--- src/rtl/synth_cfg_pkg.sv ---
package synth_cfg_pkg;
  localparam int M_W     = 9;
  localparam int N_W     = 2;
  localparam int T_W     = 2;
  localparam int PAD_W   = 1;
  localparam int FRAME_W = T_W + PAD_W + N_W + M_W;
  localparam int R_W     = 1 << N_W;

  typedef enum logic [T_W-1:0] {
    TSEL_LOW   = 2'b00,
    TSEL_SDATA = 2'b01,
    TSEL_FBDIV = 2'b10,
    TSEL_FOUT  = 2'b11
  } tsel_e;

  typedef struct packed {
    logic [T_W-1:0]   t;
    logic [PAD_W-1:0] pad;
    logic [N_W-1:0]   n;
    logic [M_W-1:0]   m;
  } frame_t;
endpackage

--- src/rtl/cfg_sync.sv ---
module cfg_sync #(
  parameter int W      = 1,
  parameter int STAGES = 2
) (
  input  logic         clk,
  input  logic         rst,
  input  logic [W-1:0] d,
  output logic [W-1:0] q
);
  logic [W-1:0] stg [STAGES];

  always_ff @(posedge clk) begin
    if (rst) stg[0] <= '0;
    else     stg[0] <= d;
  end

  for (genvar i = 1; i < STAGES; i++) begin : g_stage
    always_ff @(posedge clk) begin
      if (rst) stg[i] <= '0;
      else     stg[i] <= stg[i-1];
    end
  end

  assign q = stg[STAGES-1];
endmodule

--- src/rtl/cfg_shift.sv ---
module cfg_shift
  import synth_cfg_pkg::*;
(
  input  logic           clk,
  input  logic           rst,
  input  logic           shift_en,
  input  logic           sin,
  output logic [M_W-1:0] nxt_m,
  output logic [N_W-1:0] nxt_n,
  output logic [T_W-1:0] nxt_t
);
  frame_t q, q_nxt;

  always_comb begin
    if (shift_en) q_nxt = frame_t'({q[FRAME_W-2:0], sin});
    else          q_nxt = q;
  end

  always_ff @(posedge clk) begin
    if (rst) q <= '0;
    else     q <= q_nxt;
  end

  assign nxt_m = q_nxt.m;
  assign nxt_n = q_nxt.n;
  assign nxt_t = q_nxt.t;

  // newest bit lands in the low end, the rest stay still when idle
  p_shift_in_r4: assert property (@(posedge clk) disable iff (rst)
    shift_en |=> (q[0] == $past(sin)));
  p_shift_idle_r4: assert property (@(posedge clk) disable iff (rst)
    !shift_en |=> $stable(q));
endmodule

--- src/rtl/cfg_regs.sv ---
module cfg_regs
  import synth_cfg_pkg::*;
#(
  parameter int M_MIN = 8,
  parameter int M_MAX = 28
) (
  input  logic           clk,
  input  logic           rst,
  input  logic           par_mode,
  input  logic [M_W-1:0] par_m,
  input  logic [N_W-1:0] par_n,
  input  logic           ser_xfer,
  input  logic [M_W-1:0] ser_m,
  input  logic [N_W-1:0] ser_n,
  input  logic [T_W-1:0] ser_t,
  output logic [M_W-1:0] m_q,
  output logic [N_W-1:0] n_q,
  output logic [T_W-1:0] t_q,
  output logic [R_W-1:0] ratio_q,
  output logic           m_bad_q
);
  localparam logic [M_W-1:0] M_LO = M_W'(M_MIN);
  localparam logic [M_W-1:0] M_HI = M_W'(M_MAX);

  logic [M_W-1:0] m_nxt;
  logic [N_W-1:0] n_nxt;
  logic [T_W-1:0] t_nxt;

  always_comb begin
    m_nxt = m_q;
    n_nxt = n_q;
    t_nxt = t_q;
    if (par_mode) begin
      m_nxt = par_m;
      n_nxt = par_n;
    end else if (ser_xfer) begin
      m_nxt = ser_m;
      n_nxt = ser_n;
      t_nxt = ser_t;
    end
  end

  always_ff @(posedge clk) begin
    if (rst) begin
      m_q     <= '0;
      n_q     <= '0;
      t_q     <= '0;
      ratio_q <= R_W'(1);
      m_bad_q <= 1'b0;
    end else begin
      m_q     <= m_nxt;
      n_q     <= n_nxt;
      t_q     <= t_nxt;
      ratio_q <= R_W'(1) << n_nxt;
      m_bad_q <= (m_q < M_LO) || (m_q > M_HI);
    end
  end

  p_par_pass_r1: assert property (@(posedge clk) disable iff (rst)
    par_mode |=> (m_q == $past(par_m)) && (n_q == $past(par_n)));
  p_hold_r2: assert property (@(posedge clk) disable iff (rst)
    (!par_mode && !ser_xfer) |=> ($stable(m_q) && $stable(n_q) && $stable(t_q)));
  p_ser_load_r5: assert property (@(posedge clk) disable iff (rst)
    (!par_mode && ser_xfer) |=> (m_q == $past(ser_m)) && (t_q == $past(ser_t)));
  p_ratio_r8: assert property (@(posedge clk) disable iff (rst)
    ratio_q == (R_W'(1) << n_q));
  p_range_hi_r10: assert property (@(posedge clk) disable iff (rst)
    (m_q > M_HI) |=> m_bad_q);
  p_range_ok_r10: assert property (@(posedge clk) disable iff (rst)
    ((m_q >= M_LO) && (m_q <= M_HI)) |=> !m_bad_q);
endmodule

--- src/rtl/cfg_testmux.sv ---
module cfg_testmux
  import synth_cfg_pkg::*;
(
  input  logic           clk,
  input  logic           rst,
  input  logic           force_low,
  input  logic [T_W-1:0] tsel,
  input  logic           sdata,
  input  logic           fb,
  input  logic           fout,
  output logic           test_q
);
  logic pick;

  always_comb begin
    unique case (tsel_e'(tsel))
      TSEL_LOW:   pick = 1'b0;
      TSEL_SDATA: pick = sdata;
      TSEL_FBDIV: pick = fb;
      TSEL_FOUT:  pick = fout;
      default:    pick = 1'b0;
    endcase
  end

  always_ff @(posedge clk) begin
    if (rst) test_q <= 1'b0;
    else     test_q <= pick & ~force_low;
  end

  p_force_low_r3: assert property (@(posedge clk) disable iff (rst)
    force_low |=> !test_q);
  p_sel_sdata_r7: assert property (@(posedge clk) disable iff (rst)
    (!force_low && tsel == TSEL_SDATA) |=> (test_q == $past(sdata)));
  p_sel_low_r7: assert property (@(posedge clk) disable iff (rst)
    (tsel == TSEL_LOW) |=> !test_q);
endmodule

--- src/rtl/synth_cfg_port.sv ---
module synth_cfg_port
  import synth_cfg_pkg::*;
#(
  parameter int SYNC_STAGES = 2,
  parameter int M_MIN       = 8,
  parameter int M_MAX       = 28
) (
  input  logic           clk,
  input  logic           rst,
  input  logic           cfg_pload_n,
  input  logic [M_W-1:0] cfg_m_pin,
  input  logic [N_W-1:0] cfg_n_pin,
  input  logic           ser_clk,
  input  logic           ser_din,
  input  logic           ser_latch,
  input  logic           fb_div_in,
  input  logic           fout_in,
  input  logic           master_rst,
  output logic [M_W-1:0] m_val,
  output logic [N_W-1:0] n_code,
  output logic [T_W-1:0] t_sel,
  output logic [R_W-1:0] div_ratio,
  output logic           test_out,
  output logic           fout_en,
  output logic           m_range_err
);
  localparam int CW = 7;
  localparam int I_PL = 6, I_SCK = 5, I_SD = 4, I_SL = 3, I_MR = 2, I_FB = 1, I_FO = 0;
  localparam int PW = M_W + N_W;

  logic [CW-1:0] ctl_s;
  logic [PW-1:0] pin_s;
  logic          sck_p, sl_p;

  cfg_sync #(.W(CW), .STAGES(SYNC_STAGES)) u_ctl_sync (
    .clk(clk), .rst(rst),
    .d({cfg_pload_n, ser_clk, ser_din, ser_latch, master_rst, fb_div_in, fout_in}),
    .q(ctl_s));

  cfg_sync #(.W(PW), .STAGES(SYNC_STAGES)) u_pin_sync (
    .clk(clk), .rst(rst), .d({cfg_m_pin, cfg_n_pin}), .q(pin_s));

  always_ff @(posedge clk) begin
    if (rst) begin
      sck_p   <= 1'b0;
      sl_p    <= 1'b0;
      fout_en <= 1'b0;
    end else begin
      sck_p   <= ctl_s[I_SCK];
      sl_p    <= ctl_s[I_SL];
      fout_en <= ~ctl_s[I_MR];
    end
  end

  logic par_mode, sck_rise, sl_rise, shift_en, ser_xfer;
  assign par_mode = ~ctl_s[I_PL];
  assign sck_rise = ctl_s[I_SCK] & ~sck_p;
  assign sl_rise  = ctl_s[I_SL] & ~sl_p;
  assign shift_en = ~par_mode & sck_rise;
  assign ser_xfer = ~par_mode & (sl_rise | (ctl_s[I_SL] & sck_rise));

  logic [M_W-1:0] fr_m;
  logic [N_W-1:0] fr_n;
  logic [T_W-1:0] fr_t;

  cfg_shift u_shift (
    .clk(clk), .rst(rst), .shift_en(shift_en), .sin(ctl_s[I_SD]),
    .nxt_m(fr_m), .nxt_n(fr_n), .nxt_t(fr_t));

  cfg_regs #(.M_MIN(M_MIN), .M_MAX(M_MAX)) u_regs (
    .clk(clk), .rst(rst), .par_mode(par_mode),
    .par_m(pin_s[PW-1:N_W]), .par_n(pin_s[N_W-1:0]),
    .ser_xfer(ser_xfer), .ser_m(fr_m), .ser_n(fr_n), .ser_t(fr_t),
    .m_q(m_val), .n_q(n_code), .t_q(t_sel), .ratio_q(div_ratio), .m_bad_q(m_range_err));

  cfg_testmux u_tmux (
    .clk(clk), .rst(rst), .force_low(par_mode | ctl_s[I_MR]), .tsel(t_sel),
    .sdata(ctl_s[I_SD]), .fb(ctl_s[I_FB]), .fout(ctl_s[I_FO]), .test_q(test_out));

  p_outen_off_r9: assert property (@(posedge clk) disable iff (rst)
    ctl_s[I_MR] |=> (!fout_en && !test_out));
  p_outen_on_r9: assert property (@(posedge clk) disable iff (rst)
    !ctl_s[I_MR] |=> fout_en);
  p_mres_keep_r9: assert property (@(posedge clk) disable iff (rst)
    (ctl_s[I_MR] && !par_mode && !ser_xfer) |=> $stable(m_val));
endmodule

--- config.mk ---
export PLATFORM = sky130hd
export DESIGN_NAME = synth_cfg_port
export DESIGN_NICKNAME = d
export VERILOG_FILES = /design/src/rtl/synth_cfg_pkg.sv /design/src/rtl/cfg_sync.sv /design/src/rtl/cfg_shift.sv /design/src/rtl/cfg_regs.sv /design/src/rtl/cfg_testmux.sv /design/src/rtl/synth_cfg_port.sv
export SDC_FILE = /design/constraint.sdc
export NUM_CORES = 1
export LEC_CHECK = 0
export CAP_MARGIN = 20
export CORE_ASPECT_RATIO = 1.25
export CORE_UTILIZATION = 30
export CTS_CLUSTER_SIZE = 30
export DETAILED_ROUTE_END_ITERATION = 10
export DONT_BUFFER_PORTS = 1
export HOLD_SLACK_MARGIN = 0.1
export PLACE_DENSITY = 0.4
export REMOVE_ABC_BUFFERS = 1
export SLEW_MARGIN = 20
export SYNTH_ARGS = -nofsm -noshare
export SYNTH_HDL_FRONTEND = slang
export SYNTH_SLANG_ARGS = --single-unit
--- constraint.sdc ---
create_clock -name clk -period 3.29 [get_ports clk]
set_input_delay 0.1645 -clock clk [delete_from_list [all_inputs] [get_ports clk]]
set_output_delay 0.1645 -clock clk [all_outputs]
set_load 0.02 [all_outputs]
== Word level (Yosys, flattened, before mapping) ==
Memory sizes are Yosys's and may differ from the RTL's.
Cells that the tools add are included.
Word-level totals
  RAM bits: 36
  memories kept: 2
  logic and storage cells: 55
  output and inout port bits: 20
  input port bits: 20
  flip-flop bits (word level): 36
Memories
  u_pin_sync.stg: depth 2, bits a word 11, rd ports 2, clocked after memory_dff 0, write ports 2, RTL line cfg_sync.sv:10  | logic [W-1:0] stg [STAGES];
  u_ctl_sync.stg: depth 2, bits a word 7, rd ports 2, clocked after memory_dff 0, write ports 2, RTL line cfg_sync.sv:10
Cells by class
  multiplexer cells: 13
  bitwise operators: 17
  equal/unequal tests: 4
  shift-type cells: 1
  reductions and logical operators: 3
  magnitude comparators: 2
Operators by type and width (number)
  11-bit two-way mux: 2
  9-bit two-way mux: 2
  14-bit two-way mux: 1
  7-bit two-way mux: 2
  9-bit by 5-bit greater-than comparator with 1-bit output, second input constant: 1
  9-bit by 4-bit < comparator with 1-bit output, second input constant: 1
  1-bit AND: 6
  1-bit bitwise OR: 6
  1-bit inverter: 5
  2-bit == test, second input constant: 2
  2-bit two-way mux: 2
  1-bit one-hot mux with 4 select lines: 1
  1-bit by 2-bit << shifter with 4-bit output, first input constant: 1
  1-bit two-way mux: 3
  2-bit by 1-bit == test with 1-bit output, second input constant: 1
  2-bit zero test: 1
  2-bit by 1-bit inequality test with 1-bit output, second input constant: 1
  2-bit AND reduction: 1
  1-bit logical OR: 1

== Depth between registers and ports, before layout ==
  depth after elaboration: 8
  depth in mapped cells: 6
  gate-level depth less buffers: 4

== Hierarchy ==
From an unflattened synthesis, not the netlist that was laid out.
Second synthesis, totals
  cell total of the unflattened synthesis: 215
  area, all modules: 2603.7 sq um
Modules (own cells, without submodules)
  cfg_regs: cells an instance 80, area each 780.7 sq um, seq. area each 360.3 sq um, times used 1
  cfg_sync (u_pin_sync): cells an instance 46, area each 640.6 sq um, seq. area each 440.4 sq um, times used 1
  cfg_shift: cells an instance 44, area each 608.1 sq um, seq. area each 280.3 sq um, times used 1
  cfg_sync (u_ctl_sync): cells an instance 29, area each 407.9 sq um, seq. area each 280.3 sq um, times used 1
  synth_cfg_port: cells an instance 12, area each 116.4 sq um, seq. area each 60.1 sq um, times used 1
  cfg_testmux: cells an instance 4, area each 50.0 sq um, seq. area each 20.0 sq um, times used 1

== Worst setup path before layout ==
No wires, ideal clock.
  kind: flip-flop to flip-flop
  from: reg u_regs.n_q[1]
  to: reg u_regs.ratio_q[1]
  data arrival time: 1266 ps
  cell stages (with the launch flop): 5
  period minus slack after synthesis: 1381 ps
  buffers on the path: 0
  path slack: 1909 ps
  data required time: 3175 ps
  setup time: 115 ps
  cell sequence: dfxtp_1 mux2i_1 a22o_1 a211o_1 and3_1
Between the ends
  word-level cells in the longest chain between the ends: 3
Ends and longest elaborated chain
  start: declaration: RTL line cfg_regs.sv:17  | output logic [N_W-1:0] n_q,
  start signal: assignment: RTL line cfg_regs.sv:52  | n_q <= n_nxt;
  2-bit two-way mux: RTL line cfg_regs.sv:36  | end else if (ser_xfer) begin
  2-bit two-way mux: RTL line cfg_regs.sv:33  | if (par_mode) begin
  1-bit by 2-bit << shifter with 4-bit output: RTL line cfg_regs.sv:54  | ratio_q <= R_W'(1) << n_nxt;
  end signal: assignment: RTL line cfg_regs.sv:54
  end: declaration: RTL line cfg_regs.sv:19  | output logic [R_W-1:0] ratio_q,
No other way between the ends.
A chain may end at the register's enable or synchronous reset.

==> flow_summary_export.csv <==
group,metric,value,unit
sta,setup_viol,0,
clock_tree,cts-root-buf,"clkbuf_8",
grt,grt_pass1_wl,7245,um
worst_setup_path,cp_cell_sequence,"nand3b_4, mux2i_1, nor2_1, a221o_1",
floorplan,row_count,35,
worst_setup_path,crit_type,"reg -> reg",
floorplan,die_w,81.41,um
synth,yosysTopAreaCell,"dfxtp_1",
clock_tree,clockBufferDepth,2,
hold_path,min_path_type,"in -> reg",
synth,synth-main-ff-cell,"dfxtp_1",
sta,drv_slew,0,
placed_design,post-dp-hpwl,2856,um
floorplan,die_h,101.3,um
worst_setup_path,cp_slowest_stage_delay,0.61,ns
pwr,leakage,1.141,nW
synth,yosys_warnings,0,
sta,max_slew.worst_pin.slew,0.5985,ns
sta,fmax,602.1,MHz
synth,synth_seq_area_share,0.6095,
worst_setup_path,path_max_fanout,14,
clock_tree,postCtsSetupRepairBufs,0,
sta,fin_crit,1.661,ns
placed_design,port_buffers,0,
pwr,irDropWorstVdd,0.0002474,V
floorplan,initial_utilization,0.3158,
synth,synth.top_cell.area_share,0.6095,
clock_tree,numCtsBuffers,9,
finish,nets,254,
clock_tree,clkLatencyLatePin,0.33,ns
floorplan,die_area,0.008244,mm^2
clock_tree,cts_max_level,3,
pwr,power_density,565.3,mW/mm^2
grt,track_usage,0.1200,
grt,grt_max_degree,61,
sta,fin_setup_tns,0,ns
clock_tree,cts_resized,0,
detailed_routing,drtAntennaViolNets,0,
pwr,combPwrFrac,0.044,
finish,fill_cells,747,
synth,synth_edf_count,0,
detailed_routing,wl_per_cell,13.33,um
pwr,switchingPower,0.0003403,W
synth,synth.distinct_cells,36,
clock_tree,clock-sinks,72,
detailed_routing,dr.pass1.iters,4,
detailed_routing,drcViolationCount,0,
sta,fin_skew,0.006306,ns
worst_setup_path,cp.required,3.51,ns
finish,drive_gt1_frac,0.08475,
worst_setup_path,arrival,1.88,ns
pwr,power.share.switching,0.2152,
floorplan,core,0.007488,mm^2
synth,synth-seq-cells,72,
synth,async_reset_ff_frac,0,
grt,antenna_found_initial,0,
placed_design,gp_congestion,0.7719,
grt,grt-ovfl-total,0,
worst_setup_path,worst_setup_path_end_kind,"flop",
detailed_routing,vias,1483,
detailed_routing,drtIter0Drc,60,
clock_tree,cts_tree,"yes",
detailed_routing,vias_per_cell,4.521,
clock_tree,hold_buffers,19,
sta,max_slew_margin,0.5993,
pwr,clock_power_share,0.372,
sta,rsz0062_at_grt,"false",
worst_setup_path,crit_path_start_kind,"flop",
synth,synth_common_cells,"dfxtp_1 (72), nor2b_1 (39), nor2_1 (25)",
synth,avgSynthCellArea,11.10,um^2
pwr,p_seq_frac,0.585,
finish,finalCoreUtilization,0.3736,
floorplan,io_pins,40,
sta,hold_ws,0.1557,ns
job,cap_violations,0,
sta,min_period_over_period,0.5048,
status,outcome,"complete, no violations",
sta,hold_violations,0,
pwr,power.internal,0.001241,W
grt,grt_pass1_vias,1466,
synth,yosysMostFrequentCell,"dfxtp_1",
clock_tree,clk_pin_slew_worst_paths,0.07,ns
synth,syn-instance-count,213,
finish,syn_to_final_growth,18.31,%
detailed_routing,routed_wl,4372,um
worst_setup_path,cpMaxStageDelayCell,"dfxtp_1",
synth,synth_area,0.002365,mm^2
finish,diodes,0,
synth,synth.area.top_cells,"dfxtp_1 (61%), nor2b_1 (10%), mux2i_1 (5.9%), nor2_1 (4.0%), a221o_1 (3.4%)",
area by class of cell:
type	count	area (um^2)	area share
Inverter	3	11.26	0.004025
Timing Repair Buffer	19	207.7	0.07424
Clock inverter	1	5.005	0.001789
Clock buffer	12	155.1	0.05546
Multi-Input combinational cell	129	862.1	0.3081
Sequential cell	72	1441	0.5152
Tap cell	92	115.1	0.04114
layer usage:
metal,vias to the layer above,routed length (um),global-route usage
met4,0,57,0.05769
met2,40,1936,0.1699
met3,5,333,0.06486
li1,761,-,-
met5,-,0,0
met1,677,2045,0.1467
stage by stage:
stage | area, um^2 | worst slack (ns) | total power (W) | instances
final | 2798 | 1.629 | 0.001581 | 328
after global routing | 2798 | 1.486 | 0.001662 | 328
after CTS | 2798 | 1.616 | 0.001611 | 328
after detailed placement | 2430 | 1.629 | 0.0009842 | 296
after global placement | 2430 | 1.688 | 0.0009830 | 296
after floorplan | 2315 | 1.790 | 0.0009724 | 204
registers in the layout, indices dropped and copies added, names as in the netlist, 2 cells and up:
signal / cells
u_regs.m_q: 9
u_regs.ratio_q: 4
u_shift.q: 14
u_regs.t_q: 2
u_pin_sync.stg: 22
u_ctl_sync.stg: 14
u_regs.n_q: 2
layout by cell type, fill, tap and decap left out, types with 2 or more instances in the layout:
master         count
a211oi_1           2
a21oi_1            4
a221o_1            8
and2_1             3
and3_1             2
clkbuf_8          11
dfxtp_1           72
dlygate4sd3_1     18
inv_1              3
mux2i_1           14
nand2_1            7
nand3_1            2
nor2_1            25
nor2b_1           39
nor3_1             2
o21a_1             2
o22ai_1            2
cell families after synthesis:
group / synth area share
simple gates: 0.2026
mux: 0.06402
buf+inv: 0.02592
flops: 0.6095
compound gates: 0.09788
worst max-delay path: cells and delay by family (launching register included):
| kind | cells | cell delay (ns) |
|---|---|---|
| flip-flops | 1 | 0.61 |
| AO/OA/AOI/OAI | 1 | 0.26 |
| multiplexers | 1 | 0.30 |
| AND/OR/NAND/NOR | 2 | 0.37 |
final timing paths:
check,start,end,slack [ns],cells past startpoint
max reg2reg,u_ctl_sync.stg[1][6]$_SDFF_PP0_,u_regs.m_q[6]$_SDFFE_PP0P_,1.63,4
max,u_ctl_sync.stg[1][6]$_SDFF_PP0_,u_regs.m_q[6]$_SDFFE_PP0P_,1.63,4
min,rst,u_shift.q[1]$_SDFF_PP0_,0.16,2
min reg2reg,u_ctl_sync.stg[1][2]$_SDFF_PP0_,fout_en$_SDFF_PP0_,0.41,1
power groups by stage:
stage / logic [W] / clock network, W / registers (W)
after floorplan: 0.0000333 / 0 / 0.000939
after global placement: 0.0000389 / 0 / 0.000944
after detailed placement: 0.0000397 / 0 / 0.000944
after CTS: 0.0000706 / 0.000616 / 0.000925
after global routing: 0.0000772 / 0.000657 / 0.000928
final: 0.0000693 / 0.000588 / 0.000925
(Power assumes the default switching activity.)
